==> src/rtl/tst_pkg.sv <==
// Package: shared constants and the decoded register selector for the
// thread-steered interval timer. Assumes a 32-bit register port.
package tst_pkg;
    localparam int          DATA_W    = 32;
    localparam int          ADDR_W    = 32;
    localparam logic [31:0] ADDR_CNT  = 32'h0000_0021;
    localparam logic [31:0] ADDR_CTRL = 32'h0000_0022;
    localparam logic [31:0] ADDR_LIM  = 32'h0000_0023;
    localparam logic [31:0] ADDR_MASK = 32'hFFFF_F850;
    localparam int          CTRL_ARM  = 0;
    localparam int          CTRL_RUN  = 1;

    typedef enum logic [2:0] {
        SEL_NONE,
        SEL_CNT,
        SEL_CTRL,
        SEL_LIM,
        SEL_MASK
    } reg_sel_e;
endpackage

==> src/rtl/tst_regs.sv <==
// Register file: decodes the register port, holds control, limit and the
// thread mask, emits write strobes for the count, and muxes read data.
// Assumes at most one write per clock; reads are combinational.
module tst_regs
    import tst_pkg::*;
#(
    parameter int NUM_THREADS = 16
) (
    input  logic                   clk,
    input  logic                   rst_n,
    input  logic                   bus_we,
    input  logic [ADDR_W-1:0]      bus_addr,
    input  logic [DATA_W-1:0]      bus_wdata,
    input  logic [DATA_W-1:0]      count_val,
    output logic                   ctrl_arm,
    output logic                   ctrl_run,
    output logic [DATA_W-1:0]      limit_val,
    output logic [NUM_THREADS-1:0] mask_val,
    output logic                   cnt_we,
    output logic                   ctrl_we,
    output logic [DATA_W-1:0]      bus_rdata
);
    reg_sel_e sel;
    logic     lim_we;
    logic     mask_we;

    // Address decode to a one-of-four selector.
    always_comb begin
        unique case (bus_addr)
            ADDR_CNT:  sel = SEL_CNT;
            ADDR_CTRL: sel = SEL_CTRL;
            ADDR_LIM:  sel = SEL_LIM;
            ADDR_MASK: sel = SEL_MASK;
            default:   sel = SEL_NONE;
        endcase
    end

    assign cnt_we  = bus_we && (sel == SEL_CNT);
    assign ctrl_we = bus_we && (sel == SEL_CTRL);
    assign lim_we  = bus_we && (sel == SEL_LIM);
    assign mask_we = bus_we && (sel == SEL_MASK);

    // Control bits: arm and run-under-debug.
    always_ff @(posedge clk) begin
        if (!rst_n) begin
            ctrl_arm <= 1'b0;
            ctrl_run <= 1'b0;
        end else if (ctrl_we) begin
            ctrl_arm <= bus_wdata[CTRL_ARM];
            ctrl_run <= bus_wdata[CTRL_RUN];
        end
    end

    // Limit register.
    always_ff @(posedge clk) begin
        if (!rst_n)      limit_val <= '0;
        else if (lim_we) limit_val <= bus_wdata;
    end

    // Thread mask register.
    always_ff @(posedge clk) begin
        if (!rst_n)       mask_val <= '0;
        else if (mask_we) mask_val <= bus_wdata[NUM_THREADS-1:0];
    end

    // Read-data mux; unmapped addresses and unused bits read zero.
    always_comb begin
        bus_rdata = '0;
        unique case (sel)
            SEL_CNT:  bus_rdata = count_val;
            SEL_CTRL: begin
                bus_rdata[CTRL_ARM] = ctrl_arm;
                bus_rdata[CTRL_RUN] = ctrl_run;
            end
            SEL_LIM:  bus_rdata = limit_val;
            SEL_MASK: bus_rdata[NUM_THREADS-1:0] = mask_val;
            default:  bus_rdata = '0;
        endcase
    end

    // R7 control write loads both control bits.
    a_r7_ctrl_load: assert property (@(posedge clk) disable iff (!rst_n)
        ctrl_we |=> (ctrl_arm == $past(bus_wdata[CTRL_ARM])) &&
                    (ctrl_run == $past(bus_wdata[CTRL_RUN])));
    // R2 mask holds without a mask write.
    a_r2_mask_hold: assert property (@(posedge clk) disable iff (!rst_n)
        !mask_we |=> $stable(mask_val));
endmodule

==> src/rtl/tst_counter.sv <==
// Counter and expiry: counts up while running, wraps at the limit and
// sets a pending flag on an armed expiry. Assumes the count and control
// write strobes never coincide. Count writes win over counting and
// suppress the expiry; control writes clear pending with priority.
module tst_counter
    import tst_pkg::*;
(
    input  logic              clk,
    input  logic              rst_n,
    input  logic              cnt_we,
    input  logic [DATA_W-1:0] cnt_wdata,
    input  logic [DATA_W-1:0] limit_val,
    input  logic              ctrl_arm,
    input  logic              ctrl_run,
    input  logic              ctrl_we,
    input  logic              dbg_halt,
    output logic [DATA_W-1:0] count_val,
    output logic              pending
);
    logic running;
    logic hit;

    assign running = ctrl_run || !dbg_halt;
    assign hit     = (count_val == limit_val);

    // Count register: load, else step or wrap while running.
    always_ff @(posedge clk) begin
        if (!rst_n)       count_val <= '0;
        else if (cnt_we)  count_val <= cnt_wdata;
        else if (running) count_val <= hit ? '0 : count_val + 1'b1;
    end

    // Pending event: cleared by control write, set by armed expiry.
    always_ff @(posedge clk) begin
        if (!rst_n)                                    pending <= 1'b0;
        else if (ctrl_we)                              pending <= 1'b0;
        else if (running && hit && ctrl_arm && !cnt_we) pending <= 1'b1;
    end

    // R4 armed expiry raises pending.
    a_r4_expiry_pends: assert property (@(posedge clk) disable iff (!rst_n)
        (running && hit && ctrl_arm && !cnt_we && !ctrl_we) |=> pending);
    // R4 the count wraps to zero at the limit.
    a_r4_wrap_zero: assert property (@(posedge clk) disable iff (!rst_n)
        (running && hit && !cnt_we) |=> (count_val == '0));
    // R6 a halted count holds.
    a_r6_halt_freeze: assert property (@(posedge clk) disable iff (!rst_n)
        (!running && !cnt_we) |=> $stable(count_val));
    // R7 control write acknowledges.
    a_r7_ack_clears: assert property (@(posedge clk) disable iff (!rst_n)
        ctrl_we |=> !pending);
    // R8 pending persists until acknowledged.
    a_r8_pending_hold: assert property (@(posedge clk) disable iff (!rst_n)
        (pending && !ctrl_we) |=> pending);
    // R11 count write loads the value.
    a_r11_count_load: assert property (@(posedge clk) disable iff (!rst_n)
        cnt_we |=> (count_val == $past(cnt_wdata)));
endmodule

==> src/rtl/tst_fanout.sv <==
// Interrupt fan-out: gates the single pending event onto each thread's
// line through its mask bit. Purely combinational.
module tst_fanout #(
    parameter int NUM_THREADS = 16
) (
    input  logic                   pending,
    input  logic [NUM_THREADS-1:0] mask_val,
    output logic [NUM_THREADS-1:0] thr_irq
);
    // One gate per hardware thread.
    for (genvar t = 0; t < NUM_THREADS; t++) begin : g_thr
        assign thr_irq[t] = pending & mask_val[t];
    end
endmodule

==> src/rtl/tst_timer.sv <==
// Top: thread-steered interval timer. Connects the register file, the
// counter and the interrupt fan-out. Assumes one register write per clock.
module tst_timer
    import tst_pkg::*;
#(
    parameter int NUM_THREADS = 16
) (
    input  logic                   clk,
    input  logic                   rst_n,
    input  logic                   bus_we,
    input  logic [ADDR_W-1:0]      bus_addr,
    input  logic [DATA_W-1:0]      bus_wdata,
    output logic [DATA_W-1:0]      bus_rdata,
    input  logic                   dbg_halt,
    output logic [NUM_THREADS-1:0] thr_irq
);
    logic                   ctrl_arm;
    logic                   ctrl_run;
    logic                   cnt_we;
    logic                   ctrl_we;
    logic                   pending;
    logic [DATA_W-1:0]      limit_val;
    logic [DATA_W-1:0]      count_val;
    logic [NUM_THREADS-1:0] mask_val;

    tst_regs #(.NUM_THREADS(NUM_THREADS)) u_regs (
        .clk(clk), .rst_n(rst_n), .bus_we(bus_we), .bus_addr(bus_addr),
        .bus_wdata(bus_wdata), .count_val(count_val), .ctrl_arm(ctrl_arm),
        .ctrl_run(ctrl_run), .limit_val(limit_val), .mask_val(mask_val),
        .cnt_we(cnt_we), .ctrl_we(ctrl_we), .bus_rdata(bus_rdata)
    );

    tst_counter u_cnt (
        .clk(clk), .rst_n(rst_n), .cnt_we(cnt_we), .cnt_wdata(bus_wdata),
        .limit_val(limit_val), .ctrl_arm(ctrl_arm), .ctrl_run(ctrl_run),
        .ctrl_we(ctrl_we), .dbg_halt(dbg_halt), .count_val(count_val),
        .pending(pending)
    );

    tst_fanout #(.NUM_THREADS(NUM_THREADS)) u_fan (
        .pending(pending), .mask_val(mask_val), .thr_irq(thr_irq)
    );

    // R1 reset leaves all lines low and count zero.
    a_r1_reset_quiet: assert property (@(posedge clk)
        !rst_n |=> (thr_irq == '0) && (count_val == '0));
    // R3 unselected threads are never interrupted.
    a_r3_mask_gate: assert property (@(posedge clk) disable iff (!rst_n)
        (thr_irq & ~mask_val) == '0);
    // R3 a pending event reaches every selected thread.
    a_r3_fan_full: assert property (@(posedge clk) disable iff (!rst_n)
        pending |-> (thr_irq == mask_val));
    // R10 count write on the expiry clock suppresses the event.
    a_r10_load_wins: assert property (@(posedge clk) disable iff (!rst_n)
        (cnt_we && !pending) |=> (thr_irq == '0));
endmodule

==> config.mk <==
export PLATFORM = sky130hd
export DESIGN_NAME = tst_timer
export DESIGN_NICKNAME = d
export VERILOG_FILES = /design/src/rtl/tst_pkg.sv /design/src/rtl/tst_regs.sv /design/src/rtl/tst_counter.sv /design/src/rtl/tst_fanout.sv /design/src/rtl/tst_timer.sv
export SDC_FILE = /design/constraint.sdc
export NUM_CORES = 1
export LEC_CHECK = 0
export ABC_AREA = 1
export BUFFER_PORTS_ARGS = -buffer_cell sky130_fd_sc_hd__buf_2
export CAP_MARGIN = 20
export CORE_ASPECT_RATIO = 0.8
export CORE_MARGIN = 3
export CORE_UTILIZATION = 55
export CTS_CLUSTER_DIAMETER = 60
export DETAILED_ROUTE_END_ITERATION = 6
export PLACE_DENSITY = 0.76
export RECOVER_POWER = 100
export SLEW_MARGIN = 30
export SYNTH_ARGS = -nofsm -noshare
export SYNTH_HDL_FRONTEND = slang
export SYNTH_SLANG_ARGS = --single-unit
==> constraint.sdc <==
create_clock -name clk -period 2.2 [get_ports clk]
set_input_delay 0.22 -clock clk [delete_from_list [all_inputs] [get_ports clk]]
set_output_delay 0.22 -clock clk [all_outputs]
set_load 0.02 [all_outputs]
Word-level counts from Yosys, hierarchy flattened
Cells that the tools add are included.
Cells by class
  add/sub/neg operators: 1
  $mul: 0
  div/mod/pow operators: 0
  $lt $le $gt $ge: 0
  eq/ne operators: 9
  shift operators: 0
  mux-type cells: 7
  bitwise operators: 17
  reductions and logical operators: 12
Operator list (number)
  32-bit by 6-bit equality test with 1-bit output (second input constant): 3
  32-bit 2-to-1 mux: 3
  14-bit one-hot mux with 3 select lines: 1
  32-bit by 1-bit adder with 32-bit output (second input constant): 1
  32-bit equality test: 1
  32-bit equality test (second input constant): 1
  16-bit one-hot mux with 2 select lines: 1
  1-bit AND: 16
  3-bit one-hot mux with 4 select lines: 1
  2-bit one-hot mux with 4 select lines: 1
  1-bit logical AND: 7
  3-bit by 2-bit equality test with 1-bit output (second input constant): 2
  3-bit by 1-bit equality test with 1-bit output (second input constant): 1
  3-bit equality test (second input constant): 1
  1-bit logical NOT: 2
  2-bit nonzero test: 1
  2-bit OR reduction: 1
  1-bit logical OR: 1
  1-bit NOT: 1
Word-level totals
  register bits after elaboration: 83
  latch bits: 0
  memory bits (writable): 0
  bits in read-only memories: 0
  bits of input ports: 68
  output and inout bits: 48
  memories kept: 0

Longest topological paths before layout
  depth in word-level cells: 6
  gate-level depth with buffers: 13
  mapped depth without buffers: 12

Cells and area by module
A second synthesis with hierarchy kept.
Unflattened totals
  cells, all modules: 933
  area total of the unflattened synthesis: 5965.7 sq um
By module, submodules not included
  tst_regs: times used 1, cells an instance 434, area an instance 3029.2 sq um, sequential area each 1001.0 sq um
  tst_counter: times used 1, cells an instance 465, area an instance 2772.7 sq um, sequential area each 660.6 sq um
  tst_fanout: times used 1, cells an instance 34, area an instance 163.9 sq um, sequential area each 0.0 sq um

Worst setup path after synthesis
No wires, ideal clock.
  kind: input -> output
  start: in bus_addr[9]
  end: out bus_rdata[24]
  data arrival time: 1.611 ns
  required time: 1.980 ns
  slack: 0.369 ns
  stages on the path: 8
  path buffers: 1
  path through: nor2_1 nand2_2 nor2_8 nand3_4 nor2_8 nand2_1 clkbuf_1 o21ai_0
On the way
  longest elaborated chain between the ends: 4
RTL lines
  start: declaration: RTL line tst_timer.sv:11  | input logic [ADDR_W-1:0] bus_addr,
  32-bit equality test or 32-bit by 6-bit equality test with 1-bit output (tied branches): RTL line tst_regs.sv:29  | unique case (bus_addr)
  3-bit one-hot mux with 4 select lines *: RTL line tst_regs.sv:29
  3-bit by 2-bit equality test with 1-bit output or 3-bit by 1-bit equality test with 1-bit output (tied branches): RTL line tst_regs.sv:69  | unique case (sel)
  16-bit one-hot mux with 2 select lines *: RTL line tst_regs.sv:69
  end: declaration: RTL line tst_timer.sv:13  | output logic [DATA_W-1:0] bus_rdata,
Mark *: on every way between the ends. The rest lies on a longest branch, timed or not.

Worst setup path in the final report
  start: in bus_addr[5]
  end: out bus_rdata[16]
The elaborated chain is that of the path after synthesis.

==> summary.md <==
| Metric | Value |
|---|---|
| Pre-CTS setup slack | `0.1522 ns` |
| TritonCTS Buffers | `9` |
| CP delay by family, top | `buffers and inverters` |
| Core ar. | `10320 um^2` |
| Area grow syn2layout | `16.45%` |
| Setup Skew | `0.01154 ns` |
| CTS-repair resized insts | `0` |
| Hold crit path type | `input port to flip-flop` |
| Rows | `33` |
| Startpoint types | `input port` |
| Residual DRC | `0` |
| WS Path Type | `input port to output pin` |
| Reg-to-reg critical path startpoint | `u_cnt.count_val[3]` |
| Clock Sinks | `83` |
| Slew margin rel. | `0.4071` |
| Via count | `6493` |
| Worst-skew pair later-pin latency | `0.35 ns` |
| Syn nets | `1039` |
| TritonCTS clock tree | `yes` |
| Antenna cells | `0` |
| Root buffer cell | `clkbuf_16` |
| Post-DP HPWL | `13450 um` |
| Final #Nets | `1141` |
| Seq/Total Area, Yosys | `0.2840` |
| GR Overflow Total | `0` |
| Crit path buf inv count | `7` |
| Max-Cap Viols | `0` |
| Worst Path Max Fanout | `14` |
| Yosys warns | `0` |
| Syn Std Cell Area | `5851 um^2` |
| Die W | `121.3 um` |
| Die area | `11920 um^2` |
| Largest net degree at the start of global routing | `41` |
| Io pins | `116` |
| Hold buffers post-CTS | `0` |
| Slew of the pin with the lowest slew margin | `0.8884 ns` |
| Share of cells above drive strength 1 | `0.1365` |
| FILL cells | `1001` |
| Initial antenna violation count | `0` |
| Die Ht | `98.25 um` |
| DRT iter0 DRCs | `531` |
| CP most frequent cell | `inv_1` |
| Worst path slowest cell | `buf_12` |
| Placed instance count | `1201` |
| CP required | `1.98 ns` |
| Final period utilization | `0.9259` |
| # setup viols final | `0` |
| Number of synthesized register bits | `83` |
| Leak | `2.896 nW` |
| Post-route setup slack | `0.1631 ns` |
| Vias per cell | `5.335` |
| RSZ-0062 raised after global routing | `false` |
| CP peak stage delay | `0.24 ns` |
| Setup crit end kind | `output pin` |
| PortBufs | `115` |
| Slew Limit Fails | `0` |
| Clock slew at reported path FFs | `0.07 ns` |
| Post-layout util | `0.6600` |
| Setup crit start | `bus_addr[5]` |
| CP cell instances | `buf_2 > inv_1 > nor2_1 > nand2_1 > clkinv_1 > nand3_2 > inv_1 > nand2_2 > clkinv_2 > buf_12 > a32o_1 > clkbuf_2` |
| Yosys cell types | `34` |
| Average wire per standard cell | `14.83 um` |
| PD cells | `478.9 nW/um^2` |
| Setup Fix Bufs, Post-CTS | `0` |
| Crit path DAT | `1.82 ns` |
| Number of iterations in the first detailed-routing pass | `5` |
| Maximum vdd ir drop | `0.3871 mV` |
| Worst Hold Launch | `bus_wdata[22]` |
| Clock buffer depth | `2` |
| Antenna-violating nets left | `0` |
| Hold Fails Final Rpt | `0` |
| Clock period minus worst slack | `2.037 ns` |
| Placer Congestion | `1.032` |
| First-pass GRT wire length | `29730 um` |
| Synth Instances | `970` |
| Vias in the first global route | `5880` |
| Fmax | `490.9 MHz` |
| Fin cells | `1217` |
| Final wirelength | `18050 um` |
| H-tree depth | `3` |
| Synth Area per Inst | `6.032 um^2` |
| Fin Setup TNS | `0 ns` |
| Status | `completed` |
| Initial Util | `0.5668` |
| Global Route Usage Sum | `0.3072` |
cell type report:
type	count	area, um^2	share of cell area
clock inverter	7	80.08	0.01175
sequential	83	1662	0.2439
multi-input combinational	731	3508	0.5150
tap	140	175.2	0.02571
clock buffer	9	225.2	0.03306
inverter	103	387.9	0.05693
timing repair buffer	144	774.5	0.1137
state kept, by name (all words and copies together) (netlist names):
register / cells
u_cnt.pending: 1
u_regs.ctrl_arm: 1
u_regs.ctrl_run: 1
u_regs.mask_val: 16
u_cnt.count_val: 32
u_regs.limit_val: 32
Yosys cell counts (all sizes together):
| cell | n | area share |
|---|---|---|
| xnor2 | 32 | 0.048 |
| a32o | 5 | 0.0086 |
| nor4 | 2 | 0.0021 |
| xor2 | 16 | 0.024 |
| buf | 28 | 0.030 |
| clkinv | 2 | 0.0015 |
| nand4 | 53 | 0.059 |
| o21ai | 44 | 0.038 |
| nand2 | 283 | 0.18 |
| ha | 1 | 0.0021 |
| o22ai | 2 | 0.0021 |
| a21oi | 51 | 0.044 |
| o211ai | 4 | 0.0051 |
| dfxtp | 83 | 0.28 |
| o221ai | 4 | 0.0060 |
| clkbuf | 25 | 0.017 |
| nand3 | 51 | 0.050 |
| nor2 | 177 | 0.12 |
| o2111ai | 2 | 0.0030 |
| nor3 | 4 | 0.0034 |
| inv | 101 | 0.065 |
layer usage:
layer	share of wire	wire length [um]	GRT usage	vias to the layer above
met5	0	0	0	-
met4	0.017	307	0.07321	0
met3	0.083	1507	0.05675	23
met2	0.42	7517	0.4573	266
met1	0.48	8719	0.4589	2906
li1	-	-	-	3298
layout by cell type (no fill, tap or decap), types with 2 or more instances in the layout:
| cell type | count |
|---|---|
| buf_2 | 72 |
| nand2_2 | 4 |
| clkbuf_2 | 14 |
| nand3_4 | 2 |
| nand3_1 | 48 |
| buf_12 | 2 |
| o211ai_1 | 4 |
| nor3_1 | 4 |
| nor2_2 | 4 |
| buf_4 | 24 |
| inv_6 | 3 |
| a21oi_1 | 50 |
| o2111ai_1 | 2 |
| clkbuf_16 | 9 |
| o21ai_1 | 7 |
| xnor2_1 | 32 |
| o21ai_0 | 37 |
| nor4_1 | 2 |
| nand4_1 | 52 |
| xor2_1 | 16 |
| o22ai_1 | 2 |
| nor2_8 | 2 |
| clkbuf_1 | 31 |
| o221ai_1 | 4 |
| clkinv_2 | 2 |
| nand2_1 | 279 |
| inv_1 | 100 |
| nor2_1 | 170 |
| a32o_1 | 5 |
| dfxtp_1 | 83 |
worst register-to-register path, delay by kind of cell (launching register included):
family | cells | cell delay [ns]
AOI/OAI and AO/OA | 1 | 0.15
buffers and inverters | 2 | 0.52
and+or+nand+nor | 8 | 0.83
DFF | 1 | 0.44
final timing paths:
check                         end  slack [ns]  depth (start not counted)
max reg2reg   u_cnt.count_val[19]        0.17                         11
min          u_regs.limit_val[22]        0.13                          3
min reg2reg  u_regs.limit_val[31]        0.48                          2
max                 bus_rdata[16]        0.16                         12
cells by family after synthesis:
group	synth area share
and+or+nand+nor	0.4224
adders and majority gates	0.002138
DFF	0.2840
xor gates and xnor gates	0.07186
buffers and inverters	0.1129
AOI/OAI and AO/OA	0.1067
where the power goes:
group	internal, mW	switching [mW]
logic	0.0628	0.118
registers	1.50	0.000000000690
clock network	0.898	0.683
through the flow:
step	cell area (um^2)	hold slack (ns)	power, mW
global placement	6584	0.4689	1.715
finish	6813	0.1315	3.263
global route	6813	0.1364	3.359
detailed placement	6584	0.4710	1.715
CTS	6889	0.1243	3.266
floorplan	5851	0.3549	1.604
Note: power is estimated with default switching activity, not from simulation.
